===== src/rtl/pwm_dbuf_pkg.sv =====
package pwm_dbuf_pkg;

   typedef enum logic [1:0] {
      SEL_PERIOD  = 2'd0,
      SEL_COMPARE = 2'd1,
      SEL_CTRL    = 2'd2,
      SEL_NONE    = 2'd3
   } wr_sel_e;

   // control word, bit 0 in the lowest position
   typedef struct packed {
      logic keep_drive;   // bit 4
      logic dbg_halt;     // bit 3
      logic center_ld;    // bit 2
      logic imm_ld;       // bit 1
      logic updown;       // bit 0
   } ctrl_t;

   localparam int CTRL_W  = 5;
   localparam int N_SLOTS = 2;
   localparam int SLOT_PER = 0;
   localparam int SLOT_CMP = 1;

endpackage


===== src/rtl/pwm_dbuf_slot.sv =====
module pwm_dbuf_slot #(
   parameter int W = 8
) (
   input  logic         clk,
   input  logic         rst_n,
   input  logic         wr_hit,
   input  logic         imm,
   input  logic         evt_load,
   input  logic [W-1:0] wr_data,
   output logic [W-1:0] active_o
);

   logic [W-1:0] shadow;

   always_ff @(posedge clk or negedge rst_n) begin
      if (!rst_n) begin
         shadow   <= '0;
         active_o <= '0;
      end else begin
         if (!imm && evt_load)
            active_o <= shadow;
         if (wr_hit) begin
            shadow <= wr_data;
            if (imm)
               active_o <= wr_data;
         end
      end
   end

   // buffered transfer on the selected event
   assert_evt_load_R4: assert property (@(posedge clk) disable iff (!rst_n)
      (!imm && evt_load) |=> (active_o == $past(shadow)));

   assert_imm_write_R7: assert property (@(posedge clk) disable iff (!rst_n)
      (imm && wr_hit) |=> (active_o == $past(wr_data)));

endmodule


===== src/rtl/pwm_dbuf_counter.sv =====
module pwm_dbuf_counter #(
   parameter int W = 8
) (
   input  logic         clk,
   input  logic         rst_n,
   input  logic         updown,
   input  logic         halt,
   input  logic [W-1:0] per_act,
   output logic [W-1:0] cnt_o,
   output logic         end_o,
   output logic         center_o
);

   localparam logic [W-1:0] ONE = W'(1);

   logic dir_up;
   logic at_top, at_bottom, end_raw, center_raw;

   always_comb begin
      at_top     = dir_up && (cnt_o >= per_act);
      at_bottom  = !dir_up && (cnt_o == '0);
      end_raw    = updown ? at_bottom : (cnt_o >= per_act);
      center_raw = updown && at_top;
      end_o      = end_raw && !halt;
      center_o   = center_raw && !halt;
   end

   always_ff @(posedge clk or negedge rst_n) begin
      if (!rst_n) begin
         cnt_o  <= '0;
         dir_up <= 1'b1;
      end else if (!halt) begin
         if (!updown) begin
            dir_up <= 1'b1;
            cnt_o  <= end_raw ? '0 : cnt_o + ONE;
         end else if (at_top) begin
            dir_up <= 1'b0;
            cnt_o  <= (cnt_o == '0) ? '0 : cnt_o - ONE;
         end else if (at_bottom) begin
            dir_up <= 1'b1;
            cnt_o  <= (per_act == '0) ? '0 : ONE;
         end else begin
            cnt_o <= dir_up ? cnt_o + ONE : cnt_o - ONE;
         end
      end
   end

   assert_halt_hold_R9: assert property (@(posedge clk) disable iff (!rst_n)
      halt |=> (cnt_o == $past(cnt_o)));

   assert_wrap_R2: assert property (@(posedge clk) disable iff (!rst_n)
      (!updown && end_o) |=> (cnt_o == '0));

   assert_turn_R3: assert property (@(posedge clk) disable iff (!rst_n)
      (updown && center_o && (cnt_o != '0)) |=> (cnt_o == $past(cnt_o) - ONE));

endmodule


===== src/rtl/pwm_dbuf_outgen.sv =====
module pwm_dbuf_outgen #(
   parameter int W = 8
) (
   input  logic         clk,
   input  logic         rst_n,
   input  logic [W-1:0] cnt,
   input  logic [W-1:0] cmp_act,
   input  logic [W-1:0] per_act,
   input  logic         dbg_ack,
   input  logic         keep_drive,
   output logic         pwm_out,
   output logic         pwm_oe
);

   always_comb begin
      pwm_out = (cnt < cmp_act);
      pwm_oe  = keep_drive || !dbg_ack;
   end

   // compare above the period keeps the output high
   assert_cmp_high_R8: assert property (@(posedge clk) disable iff (!rst_n)
      ((cmp_act > per_act) && (cnt <= per_act)) |-> pwm_out);

endmodule


===== src/rtl/pwm_dbuf_top.sv =====
module pwm_dbuf_top
   import pwm_dbuf_pkg::*;
#(
   parameter int CNT_W = 8
) (
   input  logic             clk,
   input  logic             rst_n,
   input  logic             wr_en,
   input  logic [1:0]       wr_sel,
   input  logic [CNT_W-1:0] wr_data,
   input  logic             dbg_ack,
   output logic             pwm_out,
   output logic             pwm_oe,
   output logic             end_pulse,
   output logic             center_pulse
);

   generate
      if (CNT_W < CTRL_W) begin : g_width_bad
         initial $fatal(1, "pwm_dbuf_top: CNT_W must be at least %0d", CTRL_W);
      end
   endgenerate

   ctrl_t            ctrl;
   wr_sel_e          sel;
   logic             halt;
   logic [CNT_W-1:0] cnt;
   logic [N_SLOTS-1:0]   slot_hit;
   logic [N_SLOTS-1:0]   slot_evt;
   logic [CNT_W-1:0]     slot_act [N_SLOTS];

   assign sel  = wr_sel_e'(wr_sel);
   assign halt = ctrl.dbg_halt && dbg_ack;

   always_ff @(posedge clk or negedge rst_n) begin
      if (!rst_n)
         ctrl <= '0;
      else if (wr_en && sel == SEL_CTRL)
         ctrl <= ctrl_t'(wr_data[CTRL_W-1:0]);
   end

   always_comb begin
      slot_hit[SLOT_PER] = wr_en && (sel == SEL_PERIOD);
      slot_hit[SLOT_CMP] = wr_en && (sel == SEL_COMPARE);
      slot_evt[SLOT_PER] = end_pulse;
      slot_evt[SLOT_CMP] = (ctrl.updown && ctrl.center_ld) ? center_pulse : end_pulse;
   end

   generate
      for (genvar i = 0; i < N_SLOTS; i++) begin : g_slot
         pwm_dbuf_slot #(.W(CNT_W)) u_slot (
            .clk      (clk),
            .rst_n    (rst_n),
            .wr_hit   (slot_hit[i]),
            .imm      (ctrl.imm_ld),
            .evt_load (slot_evt[i]),
            .wr_data  (wr_data),
            .active_o (slot_act[i])
         );
      end
   endgenerate

   pwm_dbuf_counter #(.W(CNT_W)) u_cnt (
      .clk      (clk),
      .rst_n    (rst_n),
      .updown   (ctrl.updown),
      .halt     (halt),
      .per_act  (slot_act[SLOT_PER]),
      .cnt_o    (cnt),
      .end_o    (end_pulse),
      .center_o (center_pulse)
   );

   pwm_dbuf_outgen #(.W(CNT_W)) u_out (
      .clk        (clk),
      .rst_n      (rst_n),
      .cnt        (cnt),
      .cmp_act    (slot_act[SLOT_CMP]),
      .per_act    (slot_act[SLOT_PER]),
      .dbg_ack    (dbg_ack),
      .keep_drive (ctrl.keep_drive),
      .pwm_out    (pwm_out),
      .pwm_oe     (pwm_oe)
   );

   // a write to the unused select leaves the control word alone
   assert_sel_none_R11: assert property (@(posedge clk) disable iff (!rst_n)
      (wr_en && sel == SEL_NONE) |=> (ctrl == $past(ctrl)));

endmodule


===== config.mk =====
export PLATFORM = sky130hd
export DESIGN_NAME = pwm_dbuf_top
export DESIGN_NICKNAME = d
export VERILOG_FILES = /design/src/rtl/pwm_dbuf_pkg.sv /design/src/rtl/pwm_dbuf_slot.sv /design/src/rtl/pwm_dbuf_counter.sv /design/src/rtl/pwm_dbuf_outgen.sv /design/src/rtl/pwm_dbuf_top.sv
export SDC_FILE = /design/constraint.sdc
export NUM_CORES = 1
export LEC_CHECK = 0
export BUFFER_PORTS_ARGS = -buffer_cell sky130_fd_sc_hd__buf_2
export CAP_MARGIN = 20
export CORE_MARGIN = 2
export CORE_UTILIZATION = 63
export CTS_BUF_LIST = sky130_fd_sc_hd__clkbuf_4 sky130_fd_sc_hd__clkbuf_8
export DETAILED_ROUTE_END_ITERATION = 7
export HOLD_SLACK_MARGIN = 0.02
export PLACE_DENSITY_LB_ADDON = 0.15
export SETUP_SLACK_MARGIN = 0.05
export SKIP_CTS_REPAIR_TIMING = 1
export SYNTH_ARGS = -nofsm -noshare
export SYNTH_HDL_FRONTEND = slang
export SYNTH_HIERARCHICAL = 1
export SYNTH_SLANG_ARGS = --single-unit

===== constraint.sdc =====
create_clock -name clk -period 3.4 [get_ports clk]
set_input_delay 0 -clock clk [delete_from_list [all_inputs] [get_ports clk]]
set_output_delay 0 -clock clk [all_outputs]
set_load 0.1 [all_outputs]

==> flow_summary.ini, run 1 <==
[die]
start_util_pct = 64.85
dieArea_um2 = 5402
core_area_um2 = 4692
die_y_um = 73.50
fp.dieW_um = 73.50
rows = 25
num_io_pins = 18

[critical_path]
crit_path_start_kind = flop
critPathCaptureType = flop
path_buf_inv = 1
slowest_delay_ns = 0.54
crit_path_frequent_cell = mux2i_1
worstSetupPathType = reg2reg
crit_family = simple AND/OR/NAND/NOR gates
cp_max_fo = 10
arrival_ns = 3.23
required_ns = 3.54
worst_path_max_delay_cell = or4b_4
path_cells = inv_1 > ha_1 > or4b_4 > nor4_4 > a2bb2oi_1 > nor2_4 > mux2_2 > mux2i_1 > mux2i_1

[global_routing]
gr-total-overflow = 0
grt_usage_pct = 26.08
grt_pass1_wl_um = 10630
antenna_found_initial = 0
first_global_vias = 2106
grt_max_degree = 47

[layout]
seq_area_um2 = 1152
syn_to_final_growth_pct = 10.40
diodes = 0
fillers = 347
multi_input_area_um2 = 1742
drive_above_1_share_pct = 23.84
stdcell_count = 356
finalNetCount = 332

[timing]
fin_crit_sh_pct = 90.68
finalSetupViolations = 0
maxSlewHeadroom_pct = 38.27
max_freq_ghz = 0.3243
setup_tns_ns = 0
drv_slew = 0
fin_hold_ws_ns = 0.02578
timing_hold_violations_final = 0
rsz0062_at_grt = no
worstMarginPinSlew_ns = 0.9259
fin_crit_ns = 3.083
fin_skew_ns = 0.003760

[synthesis]
synth_enable_flop_cells = 0
ys_seq_area_share_pct = 37.87
yosysTopAreaCellShare_pct = 37.01
synth_area_um2 = 3043
yosysWarningCount = 6
synth_cell_type_count = 53
synth_area_per_cell_um2 = 11.07
synth_fp_nets = 306
synthesis.instances = 275
synth.most_common_cell = mux2i_1
synthArstFlopShare_pct = 100.0
yosysTopAreaCell = dfrtp_1
synthTopCellsByArea = dfrtp_1 (37%), mux2i_1 (17%), ha_1 (7.0%), mux2_2 (5.2%), mux2_4 (4.4%)
ys_ff_latch = 46
synthFlopType = dfrtp_1
synth_top_cells_by_count = mux2i_1 (51), dfrtp_1 (45), inv_1 (19), ha_1 (17), mux2_2 (14)

[pwr]
p_per_area_nw_per_um2 = 917.5
ir_drop_mv = 0.4100
p_leak_nw = 1.577

[routing]
wl_um = 6373
vias = 2204
via_per_inst = 6.191
first_pass_iters = 4
ant_nets = 0
drt_iter0_drc = 138
remaining_drc_errors = 0
wl_per_cell_um = 17.90

[placement]
globalplace.congestion = 0.9267
hpwl_um = 4551
io_buffer_count = 17
dp_cells = 340

[clock_tree]
htree_num_levels = 2
clkLatencyLatePin_ns = 0.29
cts_buffer_depth = 2
cts.sinks = 46
clk_transition_reported_paths_ns = 0.08
cts_tree = yes
clockRootBuffer = clkbuf_8
cts-buffers-inserted = 5

[run_status]
status = finished clean

[hold_path]
hp-class = in2reg

[flow_run]
drv_cap = 0
-- area by class of cell --
| cell class | instances | share of cell area [%] |
|---|---|---|
| multi-input cells | 199 | 51.84 |
| clock inverters | 2 | 1.117 |
| flip-flops and latches | 46 | 34.30 |
| well taps | 54 | 2.011 |
| inverters | 19 | 2.123 |
| clock buffers | 6 | 2.272 |
| repair buffers | 30 | 6.331 |
-- worst reg2reg max path, cell delays in order (launching register included) --
cell and delay [ns]:
dfrtp_1 0.45, inv_1 0.14, ha_1 0.27, or4b_4 0.54
nor4_4 0.26, a2bb2oi_1 0.17, nor2_4 0.33, mux2_2 0.41
mux2i_1 0.26, mux2i_1 0.09
-- where the power goes --
part | switching [mW] | internal (mW)
logic | 0.947 | 0.717
clock network | 0.180 | 0.227
registers | 0.264 | 0.747
total | 1.39 | 1.69
-- worst paths after layout --
| check | from | to | slack (ns) | depth (start not counted) |
|---|---|---|---|---|
| min reg2reg | ctrl[3] | ctrl[3] | 0.51 | 1 |
| max reg2reg | u_cnt/cnt_o[0] | g_slot[1].u_slot/active_o[6] | 0.32 | 9 |
| max in group asynchronous | rst_n | u_cnt/cnt_o[4] | 2.91 | 3 |
| min | wr_data[1] | g_slot[1].u_slot/shadow[1] | 0.03 | 2 |
| min in group asynchronous | rst_n | u_cnt/cnt_o[2] | 0.05 | 2 |
| max | u_cnt/cnt_o[0] | g_slot[1].u_slot/active_o[6] | 0.32 | 9 |
-- layer usage --
layer	track usage [%]	vias up	part of all wire [%]
met4	11.52	0	2.5
met5	0	-	0
li1	-	1061	-
met1	35.31	1077	46
met2	41.17	52	49
met3	4.390	14	2.8
-- state kept, by name, indices dropped and copies added (netlist names) --
register and flops:
u_cnt/cnt_o 8, g_slot.u_slot/shadow 16, u_cnt/dir_up 1, ctrl 5
g_slot.u_slot/active_o 16
-- per-stage QoR --
stage / area (um^2) / power [mW] / utilization [%] / worst slack, ns
6_report: 3359 / 3.082 / 71.60 / 0.3169
5_1_grt: 3359 / 3.330 / 71.60 / 0.1005
4_1_cts: 3269 / 3.071 / 69.68 / 0.3514
3_5_place_dp: 3156 / 2.653 / 67.25 / 0.3475
3_3_place_gp: 3156 / 2.602 / 67.25 / 0.5086
2_1_floorplan: 3062 / 2.276 / - / 0.1627
-- placed cells by master (no fill, tap or decap), types with 2 or more instances in the layout --
cell type and instances:
clkbuf_8 5, nor3_1 3, buf_2 17, nor2_1 12, o21ai_0 6, nor4_1 5
and3_1 3, and2_1 3, buf_4 5, a211o_1 3, inv_1 19, mux2i_1 51
nor3b_1 2, a41oi_1 2, nor2b_1 5, a22o_2 2, mux2_4 9, nand2b_1 2
ha_1 17, dfrtp_1 45, a22oi_1 2, nand3_1 6, nand3b_4 2, a21oi_1 9
dlygate4sd3_1 7, nand2_1 13, mux2_2 14
-- kinds of logic after synthesis --
logic type                 synth area share (%)
muxes                                     26.40
DFF                                       37.87
AOI/OAI and AO/OA                         9.005
and+or+nand+nor                           14.06
buffers and inverters                     5.674
adders and majority gates                 6.990
Power figures use the tool's default switching activity.
==> run 2, diff against run 1 <==
--- a/config.mk
+++ b/config.mk
@@ -5,12 +5,12 @@
 export SDC_FILE = /design/constraint.sdc
 export NUM_CORES = 1
 export LEC_CHECK = 0
-export BUFFER_PORTS_ARGS = -buffer_cell sky130_fd_sc_hd__buf_2
 export CAP_MARGIN = 20
 export CORE_MARGIN = 2
-export CORE_UTILIZATION = 63
+export CORE_UTILIZATION = 66
 export CTS_BUF_LIST = sky130_fd_sc_hd__clkbuf_4 sky130_fd_sc_hd__clkbuf_8
 export DETAILED_ROUTE_END_ITERATION = 7
+export DONT_BUFFER_PORTS = 1
 export HOLD_SLACK_MARGIN = 0.02
 export PLACE_DENSITY_LB_ADDON = 0.15
 export SETUP_SLACK_MARGIN = 0.05
==> run 2 against run 1 <==
Power up 0.25%. Final cell count down 3.1%. Combinational power is 3% higher. Register-to-register slack got worse by 0.05 ns. Critical endpoint is now g_slot[1].u_slot/active_o[1]. Highest routed layer unchanged.
==> flow_summary.ini, run 2 (synthesis results as in run 1) <==
[critical_path]
reg2reg_from = u_cnt/cnt_o[1]
path_buf_inv = 0
crit_path_frequent_cell = mux2i_1
cp_max_fo = 8
reg2reg_to = g_slot[1].u_slot/active_o[1]
arrival_ns = 3.28
path_cells = ha_1 > nor4_1 > o21ai_0 > o211ai_1 > and2_1 > a2bb2oi_1 > nor2_4 > mux2_2 > mux2i_1 > mux2i_1
required_ns = 3.55
worst_path_max_delay_cell = dfrtp_1
worstSetupPathType = reg2reg
crit_family = simple AND/OR/NAND/NOR gates
reg2reg_depth = 10
critPathCaptureType = flop
crit_path_start_kind = flop
reg2reg_setup_slack_ns = 0.27
slowest_delay_ns = 0.50
crit_start = u_cnt/cnt_o[1]

[global_routing]
antenna_found_initial = 0
grt_pass1_wl_um = 10410
first_global_vias = 2091
grt_usage_pct = 26.26
grt_max_degree = 47
gr-total-overflow = 0

[placement]
placed_cell_area_um2 = 3083
globalplace.congestion = 0.8836
io_buffer_count = 0
hpwl_um = 4386

[layout]
most-common-layout-cells = mux2i_1 (51), dfrtp_1 (45), inv_1 (19)
drive_above_1_share_pct = 19.45
multi_input_area_um2 = 1749
finalNetCount = 323
syn_to_final_growth_pct = 10.07
diodes = 0
fillers = 289
layout_commonest_cell = mux2i_1
seq_area_um2 = 1152
reg.largest.list = g_slot.u_slot/active_o: 16 flops, g_slot.u_slot/shadow: 16 flops, u_cnt/cnt_o: 8 flops
final_area_um2 = 3349

[routing]
wl_um = 6560
vias = 2208
ant_nets = 0
wl_per_cell_um = 19.01
drt_iter0_drc = 144
remaining_drc_errors = 0
first_pass_iters = 4
via_per_inst = 6.400

[clock_tree]
cts.sinks = 46
clk_transition_reported_paths_ns = 0.10
cts_tree = yes
cts-buffers-inserted = 5
cts_buffer_depth = 2
clkLatencyLatePin_ns = 0.31
htree_num_levels = 2
clockRootBuffer = clkbuf_8

[die]
core_area_um2 = 4384
rows = 24
fp.dieW_um = 71.90
start_util_pct = 69.41
die_y_um = 71.90
dieArea_um2 = 5170
num_io_pins = 18

[run_status]
status = finished clean

[timing]
fin_crit_ns = 3.129
setup_tns_ns = 0
maxSlewHeadroom_pct = 32.91
fin_skew_ns = 0.01405
worstMarginPinSlew_ns = 1.010
max_freq_ghz = 0.3196
timing_hold_violations_final = 0
rsz0062_at_grt = no
drv_slew = 0
fin_crit_sh_pct = 92.02
finalSetupViolations = 0

[flow_run]
drv_cap = 0

[pwr]
p_leak_nw = 1.542
p_per_area_nw_per_um2 = 922.6
ir_drop_mv = 0.4829

[hold_path]
hp-class = in2async
==> run 2: final cells by class <==
type / count / area share [%]
timing repair buffer: 21 / 6.350
clock inverter: 2 / 0.4856
tap: 52 / 1.942
clock buffer: 6 / 2.465
inverter: 19 / 2.129
multi-input combinational: 199 / 52.22
sequential: 46 / 34.40
==> run 2: worst max-delay path by stage <==
stage | to | slack [ns] | cells after the start
global placement | g_slot[1].u_slot/active_o[7] | 0.50 | 10
floorplan | g_slot[1].u_slot/active_o[0] | 0.16 | 12
global route | g_slot[1].u_slot/active_o[5] | 0.09 | 11
finish | g_slot[1].u_slot/active_o[1] | 0.27 | 10
CTS | g_slot[1].u_slot/active_o[5] | 0.37 | 10
detailed placement | g_slot[1].u_slot/active_o[3] | 0.43 | 10
==> run 2: through the flow <==
| stage | instances | setup WS (ns) | utilization (%) | hold slack (ns) | total power, mW |
|---|---|---|---|---|---|
| final | 345 | 0.2714 | 76.40 | 0.1773 | 3.090 |
| after global routing | 345 | 0.08731 | 76.40 | 0.1889 | 3.313 |
| after CTS | 330 | 0.3658 | 72.57 | -0.6264 | 3.003 |
| after detailed placement | 322 | 0.4254 | 70.32 | -0.2943 | 2.632 |
| after global placement | 322 | 0.5050 | 70.32 | -0.2945 | 2.567 |
| after floorplan | 275 | 0.1627 | - | -0.2956 | 2.276 |
==> run 2: per-layer routing <==
layer	global-route usage, %	routed length [um]
met4	9.644	156
met5	0	0
met2	42.59	3181
met3	5.000	217
met1	35.50	3004
==> run 2: worst reg2reg max path, delay by kind of cell (launching register included) <==
| family | cells | cell delay, ns |
|---|---|---|
| AOI/OAI and AO/OA | 3 | 0.71 |
| adders and majority gates | 1 | 0.23 |
| DFF | 1 | 0.50 |
| muxes | 3 | 0.72 |
| and+or+nand+nor | 3 | 0.81 |
==> run 2: report_power, final <==
group	leakage [nW]	switching [mW]	internal, mW
combinational	0.941	0.977	0.731
sequential	0.553	0.272	0.747
clock	0.0478	0.196	0.168
